<file path="src/rtl/kc_nibble_bridge.sv">
module kc_nibble_bridge #(
  parameter int DEPTH = 4,
  parameter int NIB_W = 4
) (
  input  logic             clk,
  input  logic             rst_n,
  input  logic             push_valid,
  input  logic [2*NIB_W-1:0] push_code,
  output logic             push_drop,
  input  logic             host_sel,
  output logic             host_rdy,
  output logic [NIB_W-1:0] host_nib
);
  localparam int CODE_W = 2 * NIB_W;
  localparam int PTR_W  = $clog2(DEPTH);
  localparam int CNT_W  = $clog2(DEPTH + 1);
  localparam int SC_W   = $clog2(CODE_W);
  localparam logic [PTR_W-1:0] PTR_LAST = PTR_W'(DEPTH - 1);
  localparam logic [CNT_W-1:0] CNT_FULL = CNT_W'(DEPTH);
  localparam logic [SC_W-1:0]  SC_LAST  = SC_W'(CODE_W - 1);

  typedef enum logic [1:0] {ST_IDLE, ST_SHIFT, ST_CLR} state_t;

  logic [CODE_W-1:0] mem [DEPTH];
  logic [PTR_W-1:0]  wr_ptr, rd_ptr;
  logic [CNT_W-1:0]  count;
  logic [CODE_W-1:0] tx, hold;
  logic [SC_W-1:0]   sc;
  state_t            state;
  logic              latch_q;

  wire full     = (count == CNT_FULL);
  wire empty    = (count == '0);
  wire do_push  = push_valid && !full;
  wire do_pop   = (state == ST_IDLE) && latch_q && !empty;
  wire clr_rdy  = (state == ST_CLR);
  wire shift_en = (state == ST_SHIFT);

  assign host_rdy = latch_q;
  assign host_nib = host_sel ? hold[CODE_W-1:NIB_W] : hold[NIB_W-1:0];

  always_ff @(posedge clk) begin
    if (do_push) mem[wr_ptr] <= push_code;
  end

  always_ff @(posedge clk) begin
    if (!rst_n) begin
      wr_ptr    <= '0;
      rd_ptr    <= '0;
      count     <= '0;
      push_drop <= 1'b0;
    end else begin
      push_drop <= push_valid && full;
      if (do_push) wr_ptr <= (wr_ptr == PTR_LAST) ? '0 : wr_ptr + 1'b1;
      if (do_pop)  rd_ptr <= (rd_ptr == PTR_LAST) ? '0 : rd_ptr + 1'b1;
      if (do_push && !do_pop)      count <= count + 1'b1;
      else if (do_pop && !do_push) count <= count - 1'b1;
    end
  end

  always_ff @(posedge clk) begin
    if (!rst_n) begin
      state <= ST_IDLE;
      sc    <= '0;
      tx    <= '0;
      hold  <= '0;
    end else begin
      case (state)
        ST_IDLE: if (do_pop) begin
          tx    <= mem[rd_ptr];
          sc    <= '0;
          state <= ST_SHIFT;
        end
        ST_SHIFT: begin
          hold <= {hold[CODE_W-2:0], tx[CODE_W-1]};
          tx   <= {tx[CODE_W-2:0], 1'b0};
          sc   <= sc + 1'b1;
          if (sc == SC_LAST) state <= ST_CLR;
        end
        default: state <= ST_IDLE;
      endcase
    end
  end

  always_ff @(posedge clk) begin
    if (!rst_n)        latch_q <= 1'b0;
    else if (host_sel) latch_q <= 1'b1;
    else if (clr_rdy)  latch_q <= 1'b0;
  end


  sel_sets_rdy_chk: assert property (@(posedge clk) disable iff (!rst_n)
    host_sel |=> host_rdy);


  load_needs_rdy_chk: assert property (@(posedge clk) disable iff (!rst_n)
    (state == ST_IDLE && !host_rdy) |=> (state != ST_SHIFT));


  rdy_fall_after_load_chk: assert property (@(posedge clk) disable iff (!rst_n)
    $fell(host_rdy) |-> ($past(shift_en, 2) && !$past(host_sel)));


  clr_one_cycle_chk: assert property (@(posedge clk) disable iff (!rst_n)
    clr_rdy |=> !clr_rdy);


  drop_cause_chk: assert property (@(posedge clk) disable iff (!rst_n)
    push_drop |-> $past(push_valid && full));


  count_bound_chk: assert property (@(posedge clk) disable iff (!rst_n)
    count <= CNT_FULL);


  hold_stable_chk: assert property (@(posedge clk) disable iff (!rst_n)
    !shift_en |=> $stable(hold));


  no_restart_chk: assert property (@(posedge clk) disable iff (!rst_n)
    (shift_en && sc != SC_LAST) |=> shift_en);
endmodule

</file>
<file path="config.mk">
export PLATFORM = sky130hd
export DESIGN_NAME = kc_nibble_bridge
export DESIGN_NICKNAME = d
export VERILOG_FILES = /design/src/rtl/kc_nibble_bridge.sv
export SDC_FILE = /design/constraint.sdc
export NUM_CORES = 1
export LEC_CHECK = 0
export BUFFER_PORTS_ARGS = -buffer_cell sky130_fd_sc_hd__buf_2
export CORE_ASPECT_RATIO = 0.6
export CORE_MARGIN = 1.5
export CORE_UTILIZATION = 40
export CTS_CLUSTER_SIZE = 24
export DETAILED_ROUTE_END_ITERATION = 7
export GPL_TIMING_DRIVEN = 0
export HOLD_SLACK_MARGIN = 0.12
export PLACE_DENSITY = 0.67
export SLEW_MARGIN = 20
export SYNTH_ARGS = -nofsm -noshare
export SYNTH_HDL_FRONTEND = slang
export SYNTH_SLANG_ARGS = --single-unit
</file>
<file path="constraint.sdc">
create_clock -name clk -period 2.3 [get_ports clk]
set_input_delay 0.115 -clock clk [delete_from_list [all_inputs] [get_ports clk]]
set_output_delay 0.115 -clock clk [all_outputs]
set_load 0.01 [all_outputs]
</file>
==> results of run 1 <==
-- through the flow --
step / total power (uW) / hold WS [ns]
2_1_floorplan: 1890 / 0.214
6_report: 2910 / 0.464
3_3_place_gp: 2060 / 0.336
4_1_cts: 2900 / 0.470
5_1_grt: 3050 / 0.491
3_5_place_dp: 2080 / 0.342
-- power groups by stage --
| stage | Combinational, uW | Sequential [uW] | Clock, uW |
|---|---|---|---|
| floorplan | 466 | 1430 | 0 |
| global placement | 613 | 1450 | 0 |
| detailed placement | 624 | 1450 | 0 |
| CTS | 647 | 1430 | 828 |
| global route | 723 | 1450 | 876 |
| finish | 661 | 1430 | 815 |
-- area by class of cell --
cell class,instances,share of cell area
sequential,64,0.519
multi-input combinational,120,0.302
timing repair buffer,30,0.0689
clock buffer,11,0.0426
tap,84,0.0341
buffer,10,0.0166
clock inverter,5,0.0109
inverter,5,0.00608
-- synth_stat cells, types with 5 or more instances --
cell and n:
dfxtp_1 32, edfxtp_1 32, nand2_1 25, a21oi_1 22, ha_1 8, mux4_2 7, o211ai_1 7, buf_2 5
clkbuf_1 5, o21ai_0 5
-- path summary, 6_finish.rpt --
path	end	slack, ns	depth (start not counted)
setup / recovery	count[2]$_SDFFE_PN0P_	0.09	8
hold / removal	hold[0]$_SDFFE_PN0P_	0.46	2
setup reg to reg	count[2]$_SDFFE_PN0P_	0.09	8
hold reg to reg	hold[0]$_SDFFE_PN0P_	0.46	2
-- per-layer routing --
layer,global-route usage,vias up,share of wire
met3,0.0605,8,0.053
met4,0.0500,0,0.016
met1,0.236,835,0.51
met5,0,-,0
li1,-,827,-
met2,0.216,43,0.42
-- cells in the final DEF (no fill, tap or decap), types with 2 or more instances in the layout --
cell type,instances
a21oi_1,22
nand2b_1,4
and3_1,2
edfxtp_1,32
xor2_1,2
clkinv_1,2
inv_1,4
dfxtp_1,32
o211ai_1,7
nor3_1,4
o21ai_0,5
dlygate4sd3_1,12
clkinv_4,2
ha_1,8
mux2_2,4
clkbuf_1,6
nor3b_2,2
buf_2,22
and2_1,4
nor2_1,3
or4_1,2
nand2_1,24
clkbuf_8,9
mux4_2,7
a32oi_1,4
a311oi_1,3
-- cells by family after synthesis --
group / after synthesis / share of synthesized area
flip-flops: 64 / 0.618
AND/OR/NAND/NOR: 54 / 0.108
AO/OA/AOI/OAI: 42 / 0.100
buffers and inverters: 16 / 0.0285
multiplexers: 13 / 0.0922
adder cells (fa/ha/maj): 9 / 0.0464
XOR/XNOR: 2 / 0.00676
-- registers in the layout, summed over array words and instances (netlist names), named ones only --
signal and flops:
mem 32, hold 8, tx 8, count 3, sc 3, rd_ptr 2, state 2, wr_ptr 2
host_rdy 1, push_drop 1
-- worst reg2reg max path, stage by stage, from the launching register on --
cell and delay, ns:
dfxtp_1 0.38, or3_4 0.45, nand2_2 0.10, ha_1 0.18
inv_1 0.06, fa_1 0.38, xor2_1 0.15, or3_1 0.31
a21oi_1 0.14
-- repair_timing --
action,CTS,global route
setup endpoints to repair,1,2
endpoints found under the hold margin,37,0
hold buffers,12,0
gates resized for setup,1,3
setup buffers,1,0
==> metrics.txt, run 1 <==
critical path class=register to register; CTS clk-pin slew, worst paths=0.07 ns; post-synth top area share=0.371; Die H=65.3 um; worst skew pair latency=0.34 ns; Post-synth EDFFs=32; n_diodes=0; P_leak=0.00111 uW; Rows=22; post-synthesis sequential area ratio=0.618; cell count after synthesis=200; Top delay family on crit path=simple AND/OR/NAND/NOR gates; CTS tree=yes; Netlist Area Pre-Place=0.00259 sq mm; wire length per cell=15.6 um; die area=0.00699 sq mm; Most used DFF post-synth=edfxtp_1; max_cap viols=0; VDD IR-drop max=0.520 mV; fin area=0.00309 sq mm; worst hold start=tx[7]$_SDFFE_PN0P_; Slew @ Worst Pin=0.607 ns; footprint of the multi-input gates=931 sq um; Filler cells=536; critical path capture point type=register; skew final=0.0108 ns; Power Dens Cells=943 mW/mm^2; Post-Route WL=5.14 mm; Core Footprint=0.00619 sq mm; number of synthesis warnings=0; syn avg cell area=13.0 sq um; first-pass GRT wire length=8.24 mm; reg2reg start=count[0]$_SDFFE_PN0P_; placed cell area=0.00278 sq mm; Synth async-reset ratio=0; setup tns final=0 ns; remaining design rule violation count=0; global-route usage over all layers=0.160; # setup viols final=0; layout cells sized above 1=0.224; Mapped Nets=221; critical path buffer and inverter count=1; CP arrival=2.47 ns; critical path startpoint=count[0]$_SDFFE_PN0P_; vias in the first global route=1593; First-pass DRT Iterations=4; fin. max-slew vios=0; IO Count=18; f_max=0.453 GHz; switching fraction of total power=0.306; Reg power frac=0.492; Crit path largest cell delay=0.45 ns; nets=261; Post-DP HPWL=3.50 mm; H-tree depth=3; Sink Count=64; pin count of the biggest net entering global routing=12; dpl ws=-0.189 ns; detailed-route via count=1713; final estimated routing congestion in global placement=0.781; ranking of synthesized cells by area=edfxtp_1 37%, dfxtp_1 25%, mux4_2 6.1%; Critical Path, Cell by Cell=or3_4 > nand2_2 > ha_1 > inv_1 > fa_1 > xor2_1 > or3_1 > a21oi_1; fin util=0.498; Critical Path RT=2.57 ns; Max FO, Critical Path=7; Cell Int Power=2020 uW; starting density of the core=0.418; Sequential Area=0.00160 sq mm; P_sw=889 uW; Worst Setup Slack, final=0.0942 ns; Yosys cell types=35; CTS Buf Count=9; Iter 0 DRT Violations=106; Slowest-stage cell, CP=or3_4; Area growth syn-to-layout=19.1%; Yosys reg bits=64; Clock Tree Buf Depth=2; antenna-violating nets left=0; Hold WC Path Type=register to register; Tcrit/Tclk final=0.959; post-route insts no fill=329; area leader, netlist=edfxtp_1; Tmin final=2.21 ns; # placed instances=301; Logic pwr share=0.227; Overflow after GRT=0; Fin. Hold Viols=0; slew margin rel.=0.593; status=finished, final reports clean; antenna violations before repair=0; clk root buf=clkbuf_8; port bufs=17; clock network fraction of design power=0.280; Die Width=107 um; type of origin of the critical path=register; vias per cell=5.21
Note: power is estimated with default switching activity, not from simulation.
==> inputs of run 2 (changes only) <==
--- a/config.mk
+++ b/config.mk
@@ -5,6 +5,7 @@
 export SDC_FILE = /design/constraint.sdc
 export NUM_CORES = 1
 export LEC_CHECK = 0
+export ABC_AREA = 1
 export BUFFER_PORTS_ARGS = -buffer_cell sky130_fd_sc_hd__buf_2
 export CORE_ASPECT_RATIO = 0.6
 export CORE_MARGIN = 1.5
==> run 2 against run 1 <==
Net effect: combinational power up 39%; worst setup slack better by 0.21 ns; first-iteration DRC count down 25%; routed wire length up 0.97%; synthesized cell count up 52%; non-clock buffer count down 3; cell area up 8.1%; critical path depth up 3; worst hold slack worse by 0.26 ns; register-to-register slack better by 0.21 ns; clock skew down 0.0061 ns.
==> metrics.txt, run 2 <==
ranking of synthesized cells by area=edfxtp_1 35%, dfxtp_1 23%, nand2_1 11%; post-synth top area share=0.351; max_cap viols=0; Most flops, register=mem; antenna-violating nets left=0; critical path capture point type=register; status=finished, final reports clean; worst skew pair latency=0.32 ns; starting density of the core=0.411; Fin. Hold Viols=0; VDD IR-drop max=0.435 mV; port bufs=17; Yosys cell types=22; First-pass DRT Iterations=4; CTS clk-pin slew, worst paths=0.05 ns; Post-DP HPWL=3.65 mm; Critical Path RT=2.51 ns; Post-synth EDFFs=32; first-pass GRT wire length=8.49 mm; nets=363; Clock Tree Buf Depth=2; CP arrival=2.20 ns; antenna violations before repair=0; cell count after synthesis=304; clk root buf=clkbuf_16; post-CTS setup buffers=0; Die H=67.1 um; setup tns final=0 ns; final estimated routing congestion in global placement=0.780; fin. max-slew vios=0; Filler cells=611; RSZ-0062 raised after global routing=no; CTS tree=yes; Area growth syn-to-layout=21.9%; Overflow after GRT=0; Core Footprint=0.00665 sq mm; die area=0.00736 sq mm; Rows=23; Mapped Nets=325; skew final=0.00475 ns; critical path class=register to register; vias per cell=4.68; Netlist Area Pre-Place=0.00274 sq mm; syn avg cell area=9.00 sq um; Post-Route WL=5.19 mm; Iter 0 DRT Violations=79; CTS Buf Count=9; # setup viols final=0; P_leak=0.00150 uW; area leader, netlist=edfxtp_1; wire length per cell=12.0 um; Worst Setup Slack, final=0.307 ns; Yosys reg bits=64; top-count cell post-synth=nand2_1; f_max=0.502 GHz; layout cells sized above 1=0.159; Sink Count=64; commonest cells in the netlist=80 x nand2_1, 32 x dfxtp_1, 32 x edfxtp_1; slew margin rel.=0.431; Regs by FF count=mem: 32 flops, hold: 8 flops, tx: 8 flops; max reg flops=32; dpl ws=0.315 ns; vias in the first global route=1866; Most used DFF post-synth=edfxtp_1; most frequent cells in the layout=80 x nand2_1, 32 x dfxtp_1, 32 x edfxtp_1; detailed-route via count=2032; number of synthesis warnings=0; global-route usage over all layers=0.163; Slew @ Worst Pin=0.850 ns; IO Count=18; Tmin final=1.99 ns; Hold WC Path Type=input port to register; H-tree depth=3; Tcrit/Tclk final=0.866; pin count of the biggest net entering global routing=12; Power Dens Cells=1130 mW/mm^2; Max FO, Critical Path=10; remaining design rule violation count=0; post-synthesis sequential area ratio=0.586; type of origin of the critical path=register; Synth async-reset ratio=0; commonest non-fill, non-tap cell in the layout=nand2_1; Die Width=110 um; n_diodes=0
run 2: final timing paths:
| path | from | end | slack (ns) | cells after the start |
|---|---|---|---|---|
| worst max-delay path | count[0]$_SDFFE_PN0P_ | count[2]$_SDFFE_PN0P_ | 0.31 | 11 |
| worst min register to register | sc[1]$_SDFFE_PN0P_ | sc[1]$_SDFFE_PN0P_ | 0.47 | 2 |
| worst min-delay path | host_sel | host_rdy$_SDFFE_PN0P_ | 0.20 | 3 |
| worst max register to register | count[0]$_SDFFE_PN0P_ | count[2]$_SDFFE_PN0P_ | 0.31 | 11 |
run 2: kinds of logic after synthesis:
group / Yosys count / share of synthesized area
adder cells (fa/ha/maj): 9 / 0.0439
AND/OR/NAND/NOR: 146 / 0.224
flip-flops: 64 / 0.586
buffers and inverters: 50 / 0.0828
AO/OA/AOI/OAI: 35 / 0.0640
run 2: metal layers:
| layer | vias up | wire (um) | global-route usage | share of wire |
|---|---|---|---|---|
| li1 | 1053 | - | - | - |
| met1 | 943 | 2780 | 0.213 | 0.54 |
| met2 | 28 | 2090 | 0.238 | 0.40 |
| met3 | 8 | 209 | 0.0616 | 0.040 |
| met4 | 0 | 102 | 0.0779 | 0.020 |
| met5 | - | 0 | 0 | 0 |
run 2: critical path: stages, from the launching register on:
cell     delay, ns
dfxtp_1       0.33
inv_2         0.09
nand3_2       0.13
nand2_4       0.14
buf_6         0.15
ha_1          0.14
inv_1         0.07
fa_1          0.38
a21oi_1       0.14
o21ai_1       0.08
o21ai_0       0.15
a21oi_1       0.06
run 2: layout make-up:
class,instances,area [sq um],area share
inverters,40,153,0.0458
well taps,87,109,0.0326
clock buffers,14,295,0.0886
multi-input cells,190,907,0.272
plain buffers,10,73.8,0.0221
clock inverters,2,10.0,0.00300
repair buffers,27,185,0.0555
flip-flops and latches,64,1600,0.480
run 2: metrics by stage:
step / cell area, sq um / util / hold slack, ns / std cells / power, uW
finish: 3330 / 0.502 / 0.201 / 434 / 3760
global route: 3330 / 0.502 / 0.220 / 434 / 3990
CTS: 3330 / 0.502 / 0.185 / 434 / 3790
detailed placement: 2930 / 0.441 / 0.335 / 408 / 2440
global placement: 2930 / 0.441 / 0.330 / 408 / 2410
floorplan: 2740 / - / 0.214 / 304 / 2200
run 2: report_power, final:
group | internal, uW | switching (uW)
combinational | 333 | 588
clock | 879 | 458
sequential | 1410 | 101
run 2: repair_timing:
action                                 CTS  global route
endpoints found under the hold margin   38             0
hold buffers                            10             0
gates resized for setup                  0             0
